**config.mk**
```make
export PLATFORM = sky130hd
export DESIGN_NAME = ctlw_resp
export DESIGN_NICKNAME = d
export VERILOG_FILES = /design/src/rtl/ctlw_resp_pkg.sv /design/src/rtl/ctlw_attr_map.sv /design/src/rtl/ctlw_cond_eval.sv /design/src/rtl/ctlw_bridge_track.sv /design/src/rtl/ctlw_resp.sv
export SDC_FILE = /design/constraint.sdc
export NUM_CORES = 1
export LEC_CHECK = 0
export CAP_MARGIN = 25
export CORE_MARGIN = 5
export CORE_UTILIZATION = 42
export DETAILED_ROUTE_END_ITERATION = 16
export PLACE_DENSITY = 0.86
export SLEW_MARGIN = 10
export SYNTH_ARGS = -nofsm -noshare
export SYNTH_HDL_FRONTEND = slang
export SYNTH_HIERARCHICAL = 1
export SYNTH_SLANG_ARGS = --single-unit
export TNS_END_PERCENT = 100
```
**constraint.sdc**
```tcl
create_clock -name clk -period 2.71 [get_ports clk]
set_input_delay 0.542 -clock clk [delete_from_list [all_inputs] [get_ports clk]]
set_output_delay 0.542 -clock clk [all_outputs]
set_load 0.01 [all_outputs]
```
**src/rtl/ctlw_resp_pkg.sv**
```systemverilog
package ctlw_resp_pkg;
  typedef enum logic [1:0] {
    RSP_IGNORED = 2'b00,
    RSP_OK      = 2'b01,
    RSP_FAIL    = 2'b10
  } rsp_e;

  localparam logic [2:0] OP_PING  = 3'b000;
  localparam logic [2:0] OP_READ  = 3'b010;
  localparam logic [2:0] OP_WRITE = 3'b011;

  localparam int ADDR_W   = 16;
  localparam int DEV_W    = 4;
  localparam int PORT_W   = 4;
  localparam int OFF_W    = 8;

  typedef struct packed {
    logic rd_ok;
    logic wr_ok;
  } attr_t;
endpackage

```
**src/rtl/ctlw_attr_map.sv**
```systemverilog
module ctlw_attr_map
  import ctlw_resp_pkg::*;
#(
  parameter int N_DP    = 3,
  parameter int DP_REGS = 16
) (
  input  logic [PORT_W+OFF_W-1:0] laddr,
  input  logic                    enumerated,
  output attr_t                   attr
);
  localparam logic [PORT_W-1:0] ALIAS_PORT = '1;
  localparam logic [OFF_W-1:0]  DP_RO_OFF  = OFF_W'(DP_REGS);

  logic [PORT_W-1:0] port;
  logic [OFF_W-1:0]  off;
  logic              p0_rd, p0_wr;
  logic [N_DP-1:0]   dp_rd, dp_wr;
  logic              al_wr;

  assign port = laddr[PORT_W+OFF_W-1:OFF_W];
  assign off  = laddr[OFF_W-1:0];

  always_comb begin
    p0_rd = 1'b0;
    p0_wr = 1'b0;
    if (port == '0) begin
      unique case (off)
        8'h00:                   p0_rd = 1'b1;
        8'h01, 8'h02, 8'h03: begin
          p0_rd = 1'b1;
          p0_wr = 1'b1;
        end
        8'h04:                   p0_wr = 1'b1;
        8'h10, 8'h11, 8'h12,
        8'h13, 8'h14, 8'h15:     p0_rd = enumerated;
        8'h16: begin
          p0_rd = 1'b1;
          p0_wr = enumerated;
        end
        default: ;
      endcase
    end
  end

  for (genvar g = 0; g < N_DP; g++) begin : g_dp
    localparam logic [PORT_W-1:0] PNUM = PORT_W'(g + 1);
    assign dp_wr[g] = (port == PNUM) && (off < DP_RO_OFF);
    assign dp_rd[g] = (port == PNUM) && (off <= DP_RO_OFF);
  end

  assign al_wr = (port == ALIAS_PORT) && (off < DP_RO_OFF);

  assign attr.rd_ok = p0_rd | (|dp_rd);
  assign attr.wr_ok = p0_wr | (|dp_wr) | al_wr;
endmodule

```
**src/rtl/ctlw_cond_eval.sv**
```systemverilog
module ctlw_cond_eval
  import ctlw_resp_pkg::*;
(
  input  logic [2:0]        cmd_op,
  input  logic [DEV_W-1:0]  dev_addr,
  input  logic [DEV_W-1:0]  my_dev,
  input  logic              upper,
  input  logic              attached,
  input  logic              parity_err,
  input  logic              clash_any,
  input  logic              clash_on_shared,
  input  logic              clash_on_data,
  input  logic              br_busy,
  input  attr_t             attr,
  output logic              is_write,
  output logic              cond_fail,
  output logic              cond_ign
);
  logic is_rw, addressed, shared_dev, clash_fail, loc_deny;

  assign is_write   = (cmd_op == OP_WRITE);
  assign is_rw      = (cmd_op == OP_READ) || is_write;
  assign addressed  = attached && is_rw && (dev_addr == my_dev);
  assign shared_dev = (dev_addr == 4'd0) || (dev_addr == 4'd12) ||
                      (dev_addr == 4'd13) || (dev_addr == 4'd15);
  assign clash_fail = clash_any && !clash_on_shared &&
                      !(clash_on_data && shared_dev);
  assign loc_deny   = !upper && !(is_write ? attr.wr_ok : attr.rd_ok);

  assign cond_fail = parity_err || clash_fail || (upper && addressed && br_busy);
  assign cond_ign  = !addressed || loc_deny;
endmodule

```
**src/rtl/ctlw_bridge_track.sv**
```systemverilog
module ctlw_bridge_track (
  input  logic clk,
  input  logic rst_n,
  input  logic issue,
  input  logic done,
  output logic busy
);
  logic busy_d;

  always_comb begin
    busy_d = busy;
    if (issue)      busy_d = 1'b1;
    else if (done)  busy_d = 1'b0;
  end

  always_ff @(posedge clk or negedge rst_n) begin
    if (!rst_n) busy <= 1'b0;
    else        busy <= busy_d;
  end
endmodule

```
**src/rtl/ctlw_resp.sv**
```systemverilog
module ctlw_resp
  import ctlw_resp_pkg::*;
#(
  parameter int N_DP    = 3,
  parameter int DP_REGS = 16
) (
  input  logic        clk,
  input  logic        rst_n,
  input  logic        resp_slot,
  input  logic        cmd_valid,
  input  logic [2:0]  cmd_op,
  input  logic [3:0]  dev_addr,
  input  logic [3:0]  my_dev,
  input  logic [15:0] reg_addr,
  input  logic        attached,
  input  logic        enumerated,
  input  logic        parity_err,
  input  logic        clash_any,
  input  logic        clash_on_shared,
  input  logic        clash_on_data,
  input  logic        br_done,
  output logic [1:0]  resp,
  output logic        br_req,
  output logic [15:0] br_addr,
  output logic        br_write,
  output logic        br_busy
);
  localparam int LOW_W = PORT_W + OFF_W;

  attr_t attr;
  logic  upper, is_write, cond_fail, cond_ign, issue;
  rsp_e  rsp_calc;
  logic [1:0]  resp_d;
  logic        req_d, wr_d;
  logic [15:0] addr_d;

  assign upper = |reg_addr[ADDR_W-1:LOW_W];

  ctlw_attr_map #(.N_DP(N_DP), .DP_REGS(DP_REGS)) u_map (
    .laddr      (reg_addr[LOW_W-1:0]),
    .enumerated (enumerated),
    .attr       (attr)
  );

  ctlw_cond_eval u_eval (
    .cmd_op          (cmd_op),
    .dev_addr        (dev_addr),
    .my_dev          (my_dev),
    .upper           (upper),
    .attached        (attached),
    .parity_err      (parity_err),
    .clash_any       (clash_any),
    .clash_on_shared (clash_on_shared),
    .clash_on_data   (clash_on_data),
    .br_busy         (br_busy),
    .attr            (attr),
    .is_write        (is_write),
    .cond_fail       (cond_fail),
    .cond_ign        (cond_ign)
  );

  always_comb begin
    if (cond_fail)     rsp_calc = RSP_FAIL;
    else if (cond_ign) rsp_calc = RSP_IGNORED;
    else               rsp_calc = RSP_OK;
  end

  assign issue = resp_slot && cmd_valid && upper && (rsp_calc == RSP_OK);

  ctlw_bridge_track u_trk (
    .clk   (clk),
    .rst_n (rst_n),
    .issue (issue),
    .done  (br_done),
    .busy  (br_busy)
  );

  always_comb begin
    resp_d = resp;
    if (resp_slot) resp_d = cmd_valid ? rsp_calc : RSP_IGNORED;
    req_d  = issue;
    addr_d = issue ? reg_addr : br_addr;
    wr_d   = issue ? is_write : br_write;
  end

  always_ff @(posedge clk or negedge rst_n) begin
    if (!rst_n) begin
      resp     <= 2'b00;
      br_req   <= 1'b0;
      br_addr  <= '0;
      br_write <= 1'b0;
    end else begin
      resp     <= resp_d;
      br_req   <= req_d;
      br_addr  <= addr_d;
      br_write <= wr_d;
    end
  end
endmodule

```
### Word-level counts from Yosys, hierarchy flattened

Index checks and enable logic that the tools add are counted.

| word-level totals | value |
|---|---|
| flip-flop bits (word level) | 21 |
| input bits | 38 |
| output and inout port bits | 21 |
| logic and storage cells | 82 |

| operators by class | value |
|---|---|
| magnitude comparators | 2 |
| reduce and logical (&&, ||, !) cells | 40 |
| muxes and demuxes | 10 |
| equality and inequality tests | 22 |
| bitwise gates (word level) | 3 |

Operators by type and width:

| kind | count |
|---|---|
| equality test 8 x 5 -> 1 bit, second input constant | 7 |
| logical AND 1 bit | 18 |
| equality test 4 bit, second input constant | 4 |
| equality test 8 x 2 -> 1 bit, second input constant | 2 |
| equality test 4 x 2 -> 1 bit, second input constant | 2 |
| equality test 8 x 1 -> 1 bit, second input constant | 1 |
| equality test 8 x 3 -> 1 bit, second input constant | 1 |
| <= comparator 8 x 5 -> 1 bit, second input constant | 1 |
| logical NOT 4 bit | 2 |
| logical NOT 8 bit | 1 |
| < comparator 8 x 5 -> 1 bit, second input constant | 1 |
| OR reduction 4 bit | 2 |
| logical OR 1 bit | 7 |
| equality test 3 x 2 -> 1 bit, second input constant | 2 |
| two-way mux 1 bit | 6 |
| OR reduction 3 bit | 2 |
| OR reduction 6 bit | 1 |
| logical NOT 1 bit | 5 |
| OR reduction 5 bit | 1 |
| equality test 4 x 1 -> 1 bit, second input constant | 1 |
| equality test 4 bit | 1 |
| two-way mux 2 bit | 2 |
| case mux 1 bit (2 select lines) | 2 |
| OR 1 bit | 3 |
| other kinds (2) | 2 |

### Longest topological paths before layout

Gate-level depths: netlist of run 1.

| depth | value |
|---|---|
| depth in word-level cells | 15 |
| mapped depth | 11 |
| mapped depth without buffers | 10 |

### By module

Netlist of run 1, hierarchy kept.

By module, submodules not included:

| module | sequential area each (um^2) | area each (um^2) | times used | cells an instance |
|---|---|---|---|---|
| ctlw_resp | 500.5 | 804.5 | 1 | 47 |
| ctlw_cond_eval | 0.0 | 143.9 | 1 | 18 |
| ctlw_attr_map | 0.0 | 142.6 | 1 | 22 |
| ctlw_bridge_track | 25.0 | 36.3 | 1 | 3 |

### Worst setup path before layout of run 1

No wires, ideal clock.

| path | value |
|---|---|
| kind | input to register |
| from | input port reg_addr[11] |
| to | register br_addr[0] |
| stages on the path | 11 |
| setup time | 125 ps |
| required time | 2585 ps |
| path buffers | 1 |
| arrival | 2648 ps |
| setup slack | -63 ps |
| cells stage by stage | or4_4 nor4b_2 o21ai_1 o41ai_1 mux2_4 o211ai_2 and4bb_2 nand2_4 inv_4 buf_12 mux2_4 |

RTL lines:

| what | line | RTL |
|---|---|---|
| start, declared | ctlw_resp.sv:14 | `input logic [15:0] reg_addr,` |
| end signal, assigned | ctlw_resp.sv:95 | `br_addr <= addr_d;` |
| end, declared | ctlw_resp.sv:24 | `output logic [15:0] br_addr,` |

==> results.md, run 1 <==
* Maxcap violations at 0
* Layout overhead on the synthesized area at 69.8%
* Max Slew Vio Count at 0
* Multi-input gate area at 593 um2
* Root Driver: clkbuf_4
* Leak pwr at 0.895 nW
* Routed Antenna Nets at 0
* Routed via count at 1012
* Part of the Yosys area used for sequential elements at 46.6%
* Core Rows at 18
* Max clock buf depth at 2
* Die H at approximately 62 um
* DRC viols at 0
* CP Data Required Time at 2.91 ns
* Layout fillers at 172
* Share of cells above drive strength 1 at 27.3%
* Ys Warns at 6
* Final Skew at ~0.0022 ns
* IO buf count at 58
* Syn nets at 128
* Placed cell areas at 1810 um2
* Slew @ Worst Pin at between 0.3 and 0.4 ns
* Clk_lat worst skew at 0.30 ns
* Final #Nets at between 200 and 250
* Clock slew at reported path FFs at 0.11 ns
* Initial Util at 44.7%
* Final Cell Area at 1910 um2
* Placer Congestion at 0.793
* Min Hold Slack at around 0.44 ns
* Total power at between 600 and 700 uW
* Core area at 2520 um2
* RSZ-0062 raised after global routing: no
* 1st-pass router iterations at 4
* Vias in the first global route at roughly 1100
* Commonest non-fill, non-tap cell in the layout: clkdlybuf4s50_1
* Synth unique cells at 35
* R2R cell count at 6
* Max rail drop VDD at 260 uV
* Worst rel slew slack at 76.9%
* Post-Syn Area at 1130 um2
* Worst hold-check path type: input pin to asynchronous set/reset pin
* CTS tree: built
* Max H-tree Level at 1
* R2r endpoint: br_addr[15]$_DFFE_PN0P_
* Vias per inst at 5.19
* Maximum clock rate at 384 MHz
* Post-DP HPWL at approximately 2600 um
* First-pass GRT wire length at 5200 um
* Worst r2r src: u_trk/busy$_DFFE_PN0P_
* Mean Syn Cell Area at 12.5 um2
* Worst R2R Setup Slack at 1.08 ns
* FF+latch area at 526 um2
* Most frequent cells in the layout: clkdlybuf4s50_1 (46), dfrtp_1 (21), mux2_4 (14)
* Util after Layout at 75.9%
* Clock period minus worst slack at between 2 and 3 ns
* WS Path Type: input pin to flip-flop
* Top Ports at 59
* Final WS setup at 0.108 ns
* Critical path endpoint category: flip-flop
* Die width at 61.8 um
* Largest net degree at the start of global routing at 22
* Setup-failing EPs final at 0
* Num CTS Buffers at 3
* Final worst path period share at between 90% and 100%
* Final hold vios at 0
* Drt total wl at 3230 um
* Outcome: finished clean
* Total gr overflow at 0
* Die ar. at ~3800 um2
* Iter 0 DRT Violations at 23
* Sink Count at 21
* All-Layer GR Usage at 18.8%
* Critical path arrival at 2.80 ns
* PD cells at 323 nW/um2
* Critical path peak fanout at 8
* Placed Cells at 188
* Post-Synthesis Cells at 90
* Hold-fix buffers at CTS at 0
* # diodes at 0
* Post-route insts no fill at 195
* Setup TNS at 0 ns
* Yosys reg bits at 21
* Setup Slack @ Placement at -0.603 ns
* CP startpoint kind: input pin
* Antenna violations before repair at 0
* WL/cell at 16.5 um
## what timing repair did
action	4_1_cts	5_1_grt
setup endpoints to repair	17	15
resized for setup	21	6
pin swaps	7	6
gates cloned	1	0
setup buffers	1	0
## cell usage after synthesis
master | number | share of area [%]
nor2b_4 | 1 | 1.2
nand4_1 | 3 | 1.7
o21ai_1 | 1 | 0.44
nor4b_1 | 1 | 0.78
o211ai_2 | 1 | 1.1
mux2_4 | 10 | 13
dfrtp_1 | 21 | 47
xnor2_1 | 1 | 0.78
nor3_1 | 4 | 1.8
buf_12 | 1 | 1.8
inv_1 | 5 | 1.7
and2_4 | 1 | 0.78
and3_2 | 1 | 0.67
o31ai_1 | 1 | 0.67
inv_4 | 1 | 0.56
o311a_1 | 1 | 0.89
xor2_1 | 3 | 2.3
a21o_1 | 2 | 1.3
a22o_1 | 3 | 2.3
nor4b_2 | 1 | 1.3
o41ai_1 | 1 | 0.78
nor2_1 | 3 | 1.0
nand3_1 | 1 | 0.44
o21ai_0 | 3 | 1.3
or4_4 | 2 | 2.0
mux2i_1 | 1 | 0.89
mux2_2 | 5 | 5.0
nand2_4 | 1 | 1.0
nand2_1 | 3 | 1.0
a31oi_1 | 1 | 0.56
and4bb_2 | 1 | 1.1
a21oi_1 | 1 | 0.44
nand3b_1 | 1 | 0.67
o211ai_1 | 1 | 0.67
nor4_1 | 2 | 1.1
## area by class of cell
cell class,instances,area share (%)
clock buffers,3,1.18
clock inverters,1,0.261
inverters,6,1.83
multi-input cells,62,31.0
flip-flops and latches,21,27.5
well taps,30,1.96
repair buffers,71,35.8
repair inverters,1,0.588
## power breakdown
part | internal (mW) | switching, mW | total [mW]
Clock | 0.0550 | 0.0927 | 0.148
Sequential | 0.322 | 0.00532 | 0.327
Combinational | 0.0890 | 0.0540 | 0.143
## logic make-up (layout without fill, tap and decap cells)
family / after synthesis / count (layout) / synth area share (%)
buffers and inverters: 7 / 82 / 4.00
XOR/XNOR: 4 / 4 / 3.11
AND/OR/NAND/NOR: 26 / 26 / 16.5
AO/OA/AOI/OAI: 16 / 16 / 10.5
multiplexers: 16 / 16 / 19.2
flip-flops: 21 / 21 / 46.6
## state kept, by name (all words and copies together) (netlist names)
register	count
br_write	1
br_addr	16
resp	2
u_trk/busy	1
br_req	1
## worst max-delay path, cell delays in order
cell	delay (ns)
dlygate4sd2_1	0.25
or4_4	0.50
nor4b_4	0.21
o21ai_1	0.08
o41ai_1	0.06
mux2_4	0.21
o211ai_2	0.07
and4bb_2	0.36
nand2_4	0.12
clkinv_8	0.10
mux2_4	0.30
## metal layers
layer	GRT usage [%]	vias to the layer above	share of wire [%]
li1	-	489	-
met1	21.3	477	38
met2	34.1	38	54
met3	5.99	8	5.7
met4	4.85	0	2.3
met5	0	-	0
## worst max-delay path by stage
stage | startpoint | end | slack, ns | cells after the start
final | reg_addr[11] | br_addr[11]$_DFFE_PN0P_ | 0.11 | 11
after floorplan | reg_addr[11] | br_addr[0]$_DFFE_PN0P_ | -0.06 | 11
after CTS | reg_addr[8] | br_write$_DFFE_PN0P_ | 0.0004 | 11
after global routing | reg_addr[10] | br_addr[15]$_DFFE_PN0P_ | 0.03 | 11
after global placement | reg_addr[11] | br_addr[10]$_DFFE_PN0P_ | -0.50 | 11
after detailed placement | reg_addr[10] | br_write$_DFFE_PN0P_ | -0.60 | 11
(Power assumes the default switching activity.)
==> run 2: changes to the inputs <==
CORE_UTILIZATION = 39   (was 42)
GPL_TIMING_DRIVEN = 0   (was default)
PLACE_DENSITY = 0.8   (was 0.86)
clock period = 2.9 ns   (was 2.71 ns; I/O delays follow)
==> results.md, run 2 (same netlist as run 1, synthesis figures left out) <==
* Setup Slack @ Placement at -0.652 ns
* CP startpoint kind: input pin
* Largest net degree at the start of global routing at 22
* Routed Antenna Nets at 0
* Root Driver: clkbuf_4
* Share of cells above drive strength 1 at 28.1%
* Final WS setup at 0.0178 ns
* Placed Cells at 179
* CTS tree: built
* Max clock buf depth at 2
* Clock period minus worst slack at 2.88 ns
* Vias in the first global route at around 1100
* Antenna violations before repair at 0
* Routed via count at 1014
* PD cells at a little over 300 nW/um2
* R2R cell count at 7
* Largest register FFs at 16
* Clk_lat worst skew at 0.33 ns
* R2r endpoint: br_addr[11]$_DFFE_PN0P_
* Core Rows at 19
* Critical path endpoint category: flip-flop
* Most flops, register: br_addr
* Most frequent cells in the layout: clkdlybuf4s50_1 (49), dfrtp_1 (21), mux2_4 (10)
* 1st-pass router iterations at 4
* First-pass GRT wire length at 5440 um
* Worst r2r src: u_trk/busy$_DFFE_PN0P_
* Layout overhead on the synthesized area at 71.6%
* Max rail drop VDD at 301 uV
* Worst path slowest cell: clkdlybuf4s50_1
* Final Cell Area at 1930 um2
* Placer Congestion at 0.834
* WS Path Type: input pin to flip-flop
* Drt total wl at approximately 3500 um
* Final hold vios at 0
* Total power at around 600 uW
* Initial Util at 40.9%
* Worst hold-check path type: input pin to asynchronous set/reset pin
* Slew @ Worst Pin at 0.352 ns
* Leak pwr at 0.903 nW
* Post-route insts no fill at around 190
* Worst rel slew slack at 76.4%
* Clock slew at reported path FFs at 0.13 ns
* DRC viols at 0
* Final worst path period share at between 90% and 100%
* Maxcap violations at 0
* All-Layer GR Usage at 16.8%
* CP Data Required Time at a little over 3 ns
* # diodes at 0
* Iter 0 DRT Violations at 20
* Die width at 63.8 um
* Die H at 63.8 um
* Core area at between 2000 and 3000 um2
* Layout fillers at 212
* Sink Count at 21
* Delay of the slowest cell on the worst path at 0.60 ns
* Die ar. at 4070 um2
* Max Slew Vio Count at 0
* CP delay by family, top: buffers and inverters
* Max H-tree Level at 1
* Crit path cell chain: clkdlybuf4s50_1, nand3b_1, nor4_1, o311a_1, mux2_4, o211ai_2, and4bb_4, nand2_4, inv_6, buf_12, buf_12, mux2_4
* Setup-failing EPs final at 0
* Critical path arrival at 3.10 ns
* WL/cell at 18.1 um
* Post-DP HPWL at 2450 um
* Critical path peak fanout at 6
* Vias per inst at between 5 and 6
* Worst R2R Setup Slack at ~1.1 ns
* Placed cell areas at 1750 um2
* Num CTS Buffers at 3
* Top Ports at 59
* Outcome: finished clean
* IO buf count at 58
* Final Skew at ~0.012 ns
* Commonest non-fill, non-tap cell in the layout: clkdlybuf4s50_1
* Final #Nets at 199
* Largest registers: br_addr: 16 flops, resp: 2 flops
* Total gr overflow at 0
* CP bufs+invs at 4
* Maximum clock rate at 347 MHz
[run 2: cell types whose count changed in the layout (fill, tap and decap cells not counted), sizes merged]
cell,delta
dlygate4sd2,-7
buf,-5
clkdlybuf4s50,+3
dlymetal6s2s,+3
bufbuf,+1
clkbuf,+1
clkinv,-1
[run 2: stage by stage]
stage,utilization [%],TNS [ns],hold slack (ns)
2_1_floorplan,-,0,0.284
3_3_place_gp,63.3,-8.44,0.481
3_5_place_dp,63.3,-9.79,0.483
4_1_cts,68.1,0,0.510
5_1_grt,70.1,-0.170,0.441
6_report,70.1,0,0.428
[run 2: repair_timing]
item,in CTS,in global routing
hold buffers,0,0
buffers inserted,5,1
pin swaps,5,7
cloned,1,0
setup endpoints to repair,15,15
gates resized for setup,12,12
[run 2: area by class of cell]
class / count / area, um2 / area share [%]
plain buffers: 1 / 20.0 / 1.03
clock buffers: 3 / 22.5 / 1.16
clock inverters: 1 / 5.00 / 0.259
inverters: 6 / 27.5 / 1.42
multi-input cells: 62 / 601 / 31.0
flip-flops and latches: 21 / 526 / 27.2
well taps: 31 / 38.8 / 2.01
repair buffers: 66 / 694 / 35.9
[run 2: how the worst max path moves through the flow]
stage,cells past startpoint,slack (ns),endpoint,from
floorplan,11,0.09,br_addr[0]$_DFFE_PN0P_,reg_addr[11]
global placement,12,-0.58,br_addr[11]$_DFFE_PN0P_,reg_addr[11]
detailed placement,12,-0.65,br_addr[0]$_DFFE_PN0P_,reg_addr[11]
CTS,12,0.005,br_addr[11]$_DFFE_PN0P_,reg_addr[8]
global route,12,-0.02,br_addr[1]$_DFFE_PN0P_,reg_addr[3]
finish,12,0.02,br_addr[1]$_DFFE_PN0P_,reg_addr[3]
[run 2: power breakdown]
group / switching [mW] / internal (mW) / total, mW / leakage [nW]
Clock: 0.0994 / 0.0518 / 0.151 / 0.0177
Combinational: 0.0525 / 0.0797 / 0.132 / 0.595
Sequential: 0.00474 / 0.301 / 0.305 / 0.291
Total: 0.157 / 0.432 / 0.589 / 0.903
[run 2: per-layer routing]
layer / up-vias / GRT usage [%] / part of all wire, %
met4: 0 / 5.71 / 1.5
li1: 481 / - / -
met2: 36 / 29.2 / 53
met1: 492 / 20.5 / 40
met5: - / 0 / 0
met3: 5 / 3.68 / 5.1
==> run 3: changes to the inputs <==
CORE_UTILIZATION = 42   (was 39)
PLACE_DENSITY = 0.86   (was 0.8)
clock period = 3.7 ns   (was 2.9 ns; I/O delays follow)
==> results.md, run 3 (same netlist as run 1, synthesis figures left out) <==
* CP delay by family, top: simple AND/OR/NAND/NOR gates
* Most used cell, CP: mux2_4
* Total gr overflow at 0
* Final WS setup at 0.321 ns
* Slew @ Worst Pin at approximately 0.47 ns
* Routed via count at ~990
* Initial Util at 44.7%
* Final Skew at 0.00898 ns
* Commonest non-fill, non-tap cell in the layout: clkdlybuf4s50_1
* Maximum clock rate at 296 MHz
* Max clock buf depth at 2
* Setup Slack @ Placement at approximately 0.0011 ns
* Vias per inst at 5.43
* PD cells at between 200 and 300 nW/um2
* Outcome: finished clean
* R2R cell count at 7
* Vias in the first global route at about 1000
* Die ar. at between 3000 and 4000 um2
* 1st-pass router iterations at 5
* CTS tree: built
* Root Driver: clkbuf_4
* Sink Count at 21
* Largest register FFs at 16
* Hold-fix buffers at CTS at 0
* Worst rel slew slack at 68.1%
* Die width at around 62 um
* RSZ-0062 raised after global routing: no
* WP depth at 12
* Most flops, register: br_addr
* CP startpoint kind: input pin
* Top Ports at 59
* Drt total wl at 2900 um
* R2r endpoint: br_addr[5]$_DFFE_PN0P_
* CP Data Required Time at 3.90 ns
* Final worst path period share at approximately nine tenths
* Flop pwr share at 53.6%
* Post-CTS Resized at 0
* Max rail drop VDD at 192 uV
* Worst path slowest cell: or4_4
* Comb pwr share at 22.0%
* Worst r2r src: u_trk/busy$_DFFE_PN0P_
* CP Launch Point: reg_addr[11]
* CP bufs+invs at 3
* WHS Path Cells at 1
* Worst hold-check path type: flip-flop to flip-flop
* Core area at 2520 um2
* Post-DP HPWL at 2330 um
* Clock slew at reported path FFs at 0.12 ns
* Min Hold Slack at 0.507 ns
* Delay of the slowest cell on the worst path at roughly 0.57 ns
* IO buf count at 58
* Maxcap violations at 0
* All-Layer GR Usage at 16.4%
* Max H-tree Level at 1
* Critical path arrival at approximately 3.6 ns
* # diodes at 0
* Share of cells above drive strength 1 at approximately a fifth
* Leak pwr at around 0.79 nW
* Post-CTS setup repair buffer count at 0
* Setup-failing EPs final at 0
* First-pass GRT wire length at 4660 um
* Internal power at 340 uW
* Critical path peak fanout at 11
* Layout fillers at 205
* Critical path endpoint category: flip-flop
* HP Start: resp[0]$_DFFE_PN0P_
* Clk_lat worst skew at about 0.30 ns
* Largest registers: br_addr: 16 flops, resp: 2 flops
* WHS Endpoint: resp[0]$_DFFE_PN0P_
* Worst R2R Setup Slack at 1.90 ns
* Placer Congestion at 0.738
* Num CTS Buffers at 3
* Setup TNS at 0 ns
* WL/cell at 15.9 um
* Sw Pwr at 106 uW
* Die H at 61.8 um
* Routed Antenna Nets at 0
* DRC viols at 0
* Core Rows at 18
* Switching Share at between 20% and 30%
* WS Path Type: input pin to flip-flop
* Max Slew Vio Count at 0
* Clock power share at 24.4%
* Util after Layout at a little over two thirds
* Antenna violations before repair at 0
* Crit path cell chain: clkdlybuf4s50_1, or4_4, nor4b_2, o21ai_1, o41ai_1, mux2_4, o211ai_2, and4bb_2, nand2_4, inv_4, buf_12, mux2_4
* Iter 0 DRT Violations at 14
* Clock period minus worst slack at 3.38 ns
* Largest net degree at the start of global routing at 22
* Layout overhead on the synthesized area at 58.2%
* Final #Nets at between 150 and 200
* Final hold vios at 0
* Most frequent cells in the layout: clkdlybuf4s50_1 (58), dfrtp_1 (21), mux2_4 (10)
[run 3: changes by cell type in the layout (fill, tap and decap cells not counted), moves of 2 or more]
cell             before  now
dlymetal6s2s_1        5    0
clkdlybuf4s50_1      49   58
clkdlybuf4s15_2       2    0
buf_4                 5    0
[run 3: power groups by stage]
stage               sequential [mW]  clock, mW  combinational (mW)
finish                        0.239      0.109              0.0982
global route                  0.240      0.125               0.106
CTS                           0.239      0.113              0.0976
detailed placement            0.244          0              0.0971
global placement              0.244          0              0.0944
floorplan                     0.246          0              0.0243
[run 3: worst max path at each step]
stage	end	slack (ns)
floorplan	br_addr[0]$_DFFE_PN0P_	0.73
global placement	br_addr[0]$_DFFE_PN0P_	0.07
detailed placement	br_addr[4]$_DFFE_PN0P_	0.001
CTS	br_addr[5]$_DFFE_PN0P_	0.33
global route	br_addr[11]$_DFFE_PN0P_	0.18
finish	br_addr[5]$_DFFE_PN0P_	0.32
[run 3: per-stage QoR]
step | power, mW | instances | area (um2)
final | 0.446 | 183 | 1780
after global routing | 0.471 | 183 | 1780
after floorplan | 0.271 | 90 | 1130
after global placement | 0.338 | 178 | 1750
after CTS | 0.450 | 182 | 1770
after detailed placement | 0.341 | 178 | 1750
[run 3: routing by layer]
metal / global-route usage [%] / wire, um / up-vias
met4: 5.76 / 63 / 0
met1: 19.9 / 1200 / 479
met3: 4.55 / 188 / 8
met5: 0 / 0 / -
li1: - / - / 471
met2: 28.0 / 1450 / 35
[run 3: worst reg2reg max path, cell delays in order (launching register included)]
cell      delay (ns)
dfrtp_1         0.41
nand4_1         0.09
o21ai_0         0.13
and4bb_2        0.42
nand2_4         0.10
inv_4           0.10
buf_12          0.16
mux2_4          0.30
[run 3: cell type report]
class	instances	area [um2]	share of cell area [%]
tap	30	37.5	2.11
inverter	6	25.0	1.40
clock buffer	4	26.3	1.47
buffer	1	20.0	1.12
sequential	21	526	29.5
multi-input combinational	62	557	31.2
timing repair buffer	59	592	33.2
